File: config.mk
export PLATFORM = sky130hd
export DESIGN_NAME = pc_next_unit
export DESIGN_NICKNAME = d
export VERILOG_FILES = /design/src/rtl/pcu_pkg.sv /design/src/rtl/pcu_branch_eval.sv /design/src/rtl/pcu_target_gen.sv /design/src/rtl/pcu_next_sel.sv /design/src/rtl/pc_next_unit.sv
export SDC_FILE = /design/constraint.sdc
export NUM_CORES = 1
export LEC_CHECK = 0
export BUFFER_PORTS_ARGS = -buffer_cell sky130_fd_sc_hd__buf_2
export CORE_ASPECT_RATIO = 0.75
export CORE_UTILIZATION = 56
export CTS_CLUSTER_SIZE = 24
export DETAILED_ROUTE_END_ITERATION = 12
export MAX_ROUTING_LAYER = met4
export PLACE_DENSITY = 0.81
export SLEW_MARGIN = 20
export SYNTH_ARGS = -nofsm -noshare
export SYNTH_HDL_FRONTEND = slang
export SYNTH_HIERARCHICAL = 1
export SYNTH_SLANG_ARGS = --single-unit
File: constraint.sdc
create_clock -name clk -period 3.2 [get_ports clk]
set_input_delay 0.48 -clock clk [delete_from_list [all_inputs] [get_ports clk]]
set_output_delay 0.48 -clock clk [all_outputs]
set_load 0.05 [all_outputs]
File: src/rtl/pcu_pkg.sv
package pcu_pkg;
  typedef enum logic [1:0] {
    NXT_STEP   = 2'd0,
    NXT_BRANCH = 2'd1,
    NXT_JUMP   = 2'd2,
    NXT_CLEAR  = 2'd3
  } nxt_sel_e;
endpackage

File: src/rtl/pcu_branch_eval.sv
module pcu_branch_eval
  import pcu_pkg::*;
(
  input  logic     rst,
  input  logic     br_eq,
  input  logic     br_ne,
  input  logic     regs_eq,
  input  logic     jump,
  output nxt_sel_e sel
);
  logic taken;
  // A branch is taken only when its condition agrees with the comparator.
  assign taken = (br_eq & regs_eq) | (br_ne & ~regs_eq);

  // Priority: reset, then jump, then a taken branch, else step.
  always_comb begin
    if (rst)        sel = NXT_CLEAR;
    else if (jump)  sel = NXT_JUMP;
    else if (taken) sel = NXT_BRANCH;
    else            sel = NXT_STEP;
  end
endmodule

File: src/rtl/pcu_target_gen.sv
module pcu_target_gen #(
  parameter int PC_W     = 16,
  parameter int BR_OFF_W = 6,
  parameter int JMP_W    = 12
) (
  input  logic [PC_W-1:0]  pc,
  input  logic [JMP_W-1:0] imm,
  output logic [PC_W-1:0]  step_addr,
  output logic [PC_W-1:0]  branch_addr,
  output logic [PC_W-1:0]  jump_addr
);
  localparam int EXT_W = PC_W - BR_OFF_W - 1;

  logic [PC_W-1:0] br_disp;

  assign step_addr = pc + PC_W'(2);

  // Sign-extend the word offset, then scale to bytes.
  assign br_disp     = {{EXT_W{imm[BR_OFF_W-1]}}, imm[BR_OFF_W-1:0], 1'b0};
  assign branch_addr = step_addr + br_disp;

  generate
    if (JMP_W + 1 < PC_W) begin : g_keep_upper
      assign jump_addr = {step_addr[PC_W-1:JMP_W+1], imm, 1'b0};
    end else begin : g_full_field
      assign jump_addr = {imm[PC_W-2:0], 1'b0};
    end
  endgenerate
endmodule

File: src/rtl/pcu_next_sel.sv
module pcu_next_sel
  import pcu_pkg::*;
#(
  parameter int PC_W = 16
) (
  input  nxt_sel_e        sel,
  input  logic [PC_W-1:0] step_addr,
  input  logic [PC_W-1:0] branch_addr,
  input  logic [PC_W-1:0] jump_addr,
  output logic [PC_W-1:0] next_pc
);
  always_comb begin
    unique case (sel)
      NXT_CLEAR:  next_pc = '0;
      NXT_JUMP:   next_pc = jump_addr;
      NXT_BRANCH: next_pc = branch_addr;
      default:    next_pc = step_addr;
    endcase
  end
endmodule

File: src/rtl/pc_next_unit.sv
module pc_next_unit
  import pcu_pkg::*;
#(
  parameter int PC_W     = 16,
  parameter int BR_OFF_W = 6,
  parameter int JMP_W    = 12,
  parameter int IDX_W    = 4
) (
  input  logic             clk,
  input  logic             rst,
  input  logic             br_eq_i,
  input  logic             br_ne_i,
  input  logic             regs_eq_i,
  input  logic             jump_i,
  input  logic [JMP_W-1:0] imm_i,
  output logic [PC_W-1:0]  pc_o,
  output logic [IDX_W-1:0] idx_o
);
  nxt_sel_e        sel;
  logic [PC_W-1:0] step_addr, branch_addr, jump_addr, next_pc;
  logic [PC_W-1:0] pc_q;

  pcu_branch_eval u_eval (
    .rst     (rst),
    .br_eq   (br_eq_i),
    .br_ne   (br_ne_i),
    .regs_eq (regs_eq_i),
    .jump    (jump_i),
    .sel     (sel)
  );

  pcu_target_gen #(.PC_W(PC_W), .BR_OFF_W(BR_OFF_W), .JMP_W(JMP_W)) u_tgt (
    .pc          (pc_q),
    .imm         (imm_i),
    .step_addr   (step_addr),
    .branch_addr (branch_addr),
    .jump_addr   (jump_addr)
  );

  pcu_next_sel #(.PC_W(PC_W)) u_sel (
    .sel         (sel),
    .step_addr   (step_addr),
    .branch_addr (branch_addr),
    .jump_addr   (jump_addr),
    .next_pc     (next_pc)
  );

  always_ff @(posedge clk) begin
    pc_q <= next_pc;
  end

  assign pc_o  = pc_q;
  // Word index: byte address with bit 0 dropped.
  assign idx_o = pc_q[IDX_W:1];
endmodule

Word level (Yosys, flattened, before mapping)
Index checks and enable logic that the tools add are counted.
{"block": "word_totals", "regBits": 16, "in_bits": 18}
{"block": "classes", "add_sub_neg": 2, "n_eq_ne": 3, "n_mux": 4, "bitwise": 4}
{"cell": "$pmux 16 s3", "count": 1}
{"cell": "$add 16x16->16", "count": 1}
{"cell": "$add 16x2->16 const B", "count": 1}
{"cell": "$eq 2x2->1 const B", "count": 2}
{"cell": "$mux 2", "count": 2}
{"cell": "$and 1x1->1", "count": 2}
{"cell": "$eq 2x1->1 const B", "count": 1}
{"cell": "$mux 1", "count": 1}
{"cell": "$not 1->1", "count": 1}
{"cell": "$or 1x1->1", "count": 1}

Depth between registers and ports, before layout
{"block": "logic_depth", "depth_word": 8, "depth_mapped": 13, "mapped_depth_nobuf": 13}

Cells and area by module
Netlist, hierarchy kept.
{"mod": "pcu_target_gen", "n_inst": 1, "cells_each": 149, "area_each_um2": 1164.9}
{"mod": "pcu_next_sel", "n_inst": 1, "cells_each": 39, "area_each_um2": 381.6}
{"mod": "pc_next_unit", "n_inst": 1, "cells_each": 20, "area_each_um2": 350.3}
{"mod": "pcu_branch_eval", "n_inst": 1, "cells_each": 3, "area_each_um2": 23.8}

Worst setup path after synthesis
Ideal clock, no wire load.
{"block": "synth_timing", "kind": "register to register", "start": "register pc_q[4] (netlist: pc_o[4])", "end": "register pc_q[15] (netlist: pc_o[15])", "arrival_ns": 2.804, "path_slack_ns": 0.270, "path_stages_with_launch": 13, "n_path_buf": 0, "period_less_slack_ns": 2.930, "cell_sequence": "dfxtp_1 > nand3_2 > nor3_1 > nand3_1 > xnor2_1 > ha_1 > a21oi_1 > o21ai_0 > a211oi_4 > o21ai_2 > xnor2_1 > mux2i_1 > o2bb2ai_1"}
{"block": "synth_between", "elab_chain_cells": 3}
{"element": "from (decl)", "line_no": "pc_next_unit.sv:21", "source": "logic [PC_W-1:0] pc_q;"}
{"element": "from (signal assigned)", "line_no": "pc_next_unit.sv:49", "source": "pc_q <= next_pc;"}
{"element": "$add 16x2->16", "line_no": "pcu_target_gen.sv:16", "source": "assign step_addr = pc + PC_W'(2);"}
{"element": "named net step_addr[12]", "line_no": "pc_next_unit.sv:20", "source": "logic [PC_W-1:0] step_addr, branch_addr, jump_addr, next_pc;"}
{"element": "$add 16x16->16", "line_no": "pcu_target_gen.sv:20", "source": "assign branch_addr = step_addr + br_disp;"}
{"element": "named net branch_addr[15]", "line_no": "pc_next_unit.sv:20"}
{"element": "$pmux 16 s3", "line_no": "pcu_next_sel.sv:13", "source": "unique case (sel)"}
{"element": "named net next_pc[15]", "line_no": "pc_next_unit.sv:20"}
The timed path passes the listed nets, and every way through them passes these cells.

Final worst setup path
{"block": "layout_timing", "start": "register pc_q[4] (netlist: pc_o[4])", "end": "register pc_q[14] (netlist: pc_o[14])"}
Same word-level chain as after synthesis.

==> impl.org <==
** Finish
- At the end of the flow the core is filled with cells to 0.6062.
- Cell area after layout :: 1993 µm²
- Post-layout net count :: 265
- Area growth, synth to finish :: 3.778%
- The library cells used most frequently in the layout, excluding fill and tap cells, are sky130_fd_sc_hd__buf_2 (37), sky130_fd_sc_hd__ha_1 (19), sky130_fd_sc_hd__mux2i_1 (18).
- The repair_antennas step left the layout with diodes totalling 0.
- Leaving out fill and tap cells, the most frequent cell in the layout is sky130_fd_sc_hd__buf_2.
- Fraction of layout instances using a drive strength above 1 :: 0.2578
- The register with the most flip-flops in the layout has 16 of them.

** Logic synthesis
- The synthesized design contains 16 register bits.
- Share of synthesized area spent on multiplexers :: 0.09381
- After synthesis, the mean cell area works out to 9.102 µm².
- XOR/XNOR Fraction of Synth Area :: 0.1186
- Share of synthesized registers carrying an async set or reset :: 0
- Of the total synthesized cell area, the portion taken by full adders, half adders and majority gates is 0.1342.
- Compound-cell area share of the yosys netlist :: 0.2208
- Of the total synthesized cell area, the portion taken by AND, OR, NAND and NOR gates is 0.1283.
- Counting flops with a built-in enable in the synthesized netlist gives 0.
- Post-synthesis sequential area ratio :: 0.1668
- The number of different library cells used by synthesis comes to 47.
- The number of nets handed over by synthesis was 249.
- The most used flip-flop cell after synthesis is sky130_fd_sc_hd__dfxtp_1.
- After technology mapping, the gate count stands at 211.
- Yosys warning count :: 6
- After synthesis, the largest family of logic cells by area is compound AO/OA/AOI/OAI gates.
- The synthesized netlist occupies a cell area of 1921 µm².

** Clocking
- Clock latency on the worst-skew pair, taken at its later pin, is 0.26 ns.
- The longest clock path from root to sink contains 2 buffers.
- CTS root buf :: sky130_fd_sc_hd__clkbuf_8
- Clock Pin Slew Worst Setup and Hold Paths :: 0.07 ns
- For this design, the sink count on the clock tree is 16.
- TritonCTS built the clock tree.
- In this run the number of H-tree levels came out at 1.
- TritonCTS created 3 clock buffers.

** STA
- Final TNS setup :: 0 ns
- On the final layout, the worst clock skew is 0.003664 ns.
- Setup violations remaining at the end of the flow were counted as 0.
- Final worst path period need :: 2.850 ns
- For the pin with the worst max-slew slack, the measured transition is 0.5920 ns.
- In the finished design, the share of the clock period the worst path needs comes to 0.8906.
- Final setup slack of the worst path :: 0.3500 ns
- Final Max Tran Viols :: 0
- Maximum clock frequency :: 0.3509 GHz
- In this run the tightest slew margin relative to its limit is 0.6051.
- RSZ-0062 raised after global routing :: no
- The hold violation total from the final report is 0.

** Worst setup path
- Longest individual stage delay on the worst path :: 0.45 ns
- Largest fanout of any net on the critical path :: 6
- Class of the most critical setup path :: reg2reg
- STA puts the critical path data required time at 3.35 ns.
- Arr. time, crit path :: 3.00 ns
- Critical-path top delay cell :: sky130_fd_sc_hd__dfxtp_1
- Critical path endpoint category :: flop
- WP buf/inv :: 0
- The signal on the critical path passes through nand3_2 -> nor3_1 -> xor2_1 -> ha_1 -> o21ai_0 -> a21oi_1 -> o21ai_0 -> mux2i_1 -> nand3_1 -> mux2i_1 -> o2bb2ai_1.
- Largest delay share family, worst path :: compound AO/OA/AOI/OAI gates
- Element type at the critical path start :: flop

** Run
- Across the run, the number of max-cap violations was 0.

** Detailed routing
- Post-route DRC violation count :: 0
- For this block, the via count after detailed routing is 1503.
- For this block, the routed nets add up to 4042 µm of wire.
- In this run the remaining antenna-violating nets after routing total 0.
- Detail Route met2 WL :: 1774 µm
- Met1 routed wirelength after detailed routing :: 1992 µm
- Via/cell ratio :: 5.672
- Met3 Wirelength :: 193 µm
- For this run, the detailed router's first-pass iteration total came to 4.
- Iter 0 DRT Violations :: 89
- Top layer used by detailed routing :: met4
- In the final routed layout, each cell accounts on average for 15.25 µm.

** Die
- From bottom edge to top edge, the die measures 52.72 µm.
- Number of placement rows :: 18
- Starting utilization of the core area :: 0.5841
- Overall die area :: 3670 µm²
- Pin placement for this block handled 38 I/O pins.
- In this run the horizontal extent of the chip is 69.62 µm.
- Core Box Area :: 3288 µm²

** Power
- Internal Power :: 0.5355 mW
- Power share of the combinational group :: 0.585
- Of the total power, the clock network draws 0.156.
- Static Leakage :: 0.9971 nW
- Proportion of power drawn by flip-flops and latches :: 0.259
- Sw Share :: 0.4789
- Switch Pwr :: 0.4922 mW
- Dividing total power by cell area gives a power density of 515.6 nW/µm².
- Highest ir drop seen on vdd :: 0.2743 mV

** Global route
- In the global route stage, overall resource usage came out at 0.2360.
- The total overflow left after global routing is 0.
- Pin count of the biggest net entering global routing :: 17
- Antenna violations before repair :: 0
- The first global-routing pass estimated 6354 µm of wire.
- The via count of the first global-routing pass is 1343.

** Place
- Number of port buffers :: 37
- Prior to clock tree synthesis, the placed netlist has a worst setup slack of 0.3105 ns.
- Routability congestion estimate :: 0.8674
- Placed cell areas :: 1944 µm²
- The wire-length estimate of the detail-placed layout is 3199 µm.

** Outcome
- Result of the run :: finished clean

** Min path
- The worst hold path belongs to the class in2reg.
Yosys cell counts (all sizes together) (3+ instances only):
master | n | share of area
a21oi | 12 | 0.041
nor2b | 5 | 0.020
inv | 6 | 0.012
ha | 19 | 0.12
nand2 | 10 | 0.020
dfxtp | 16 | 0.17
nand3 | 10 | 0.029
nor2 | 8 | 0.016
a21o | 4 | 0.016
and3 | 3 | 0.012
o2bb2ai | 16 | 0.073
o21ai | 7 | 0.022
xnor2 | 12 | 0.055
mux2i | 18 | 0.094
buf | 28 | 0.12
xor2 | 14 | 0.064
final timing paths:
path	start	end	slack, ns	depth (start not counted)
hold reg to reg	pc_o[0]$_DFF_P_	pc_o[0]$_DFF_P_	0.56	2
setup reg to reg	pc_o[4]$_DFF_P_	pc_o[14]$_DFF_P_	0.35	11
setup / recovery	pc_o[4]$_DFF_P_	pc_o[14]$_DFF_P_	0.35	11
hold / removal	imm_i[6]	pc_o[7]$_DFF_P_	0.42	2
power groups by stage:
stage	combinational [mW]	sequential, mW	clock (mW)
2_1_floorplan	0.417	0.359	0
3_3_place_gp	0.579	0.269	0
3_5_place_dp	0.595	0.270	0
4_1_cts	0.599	0.266	0.168
5_1_grt	0.649	0.270	0.171
6_report	0.601	0.266	0.161
cell families after synthesis:
| group | Yosys count |
|---|---|
| other cells | 1 |
| flops | 16 |
| simple gates | 44 |
| fa+ha+maj | 20 |
| compound gates | 51 |
| mux | 18 |
| buf+inv | 35 |
| xor+xnor | 26 |
what timing repair did:
action / 4_1_cts / 5_1_grt
setup buffers: 0 / 0
hold endpoints to repair: 0 / 0
hold buffers: 0 / 0
endpoints found under the setup margin: 0 / 1
gates resized for setup: 0 / 1
cell type report:
cell class | count | area [µm²]
clock buffers | 3 | 41.29
repair buffers | 40 | 207.7
flip-flops and latches | 16 | 320.3
fillers | 292 | 1295
well taps | 40 | 50.05
inverters | 6 | 22.52
multi-input cells | 160 | 1351
metrics by stage:
step                hold slack, ns  total power [mW]  cells
floorplan                   0.6784            0.7767    211
global placement            0.5352            0.8479    262
detailed placement          0.5477            0.8656    262
CTS                         0.4124             1.034    265
global route                0.4144             1.089    265
finish                      0.4217             1.028    265
routing by layer:
layer,GRT usage,vias to the layer above
li1,-,772
met1,0.3080,678
met2,0.3625,44
met3,0.04423,9
met4,0.1000,0
met5,-,-
Power figures use the tool's default switching activity.
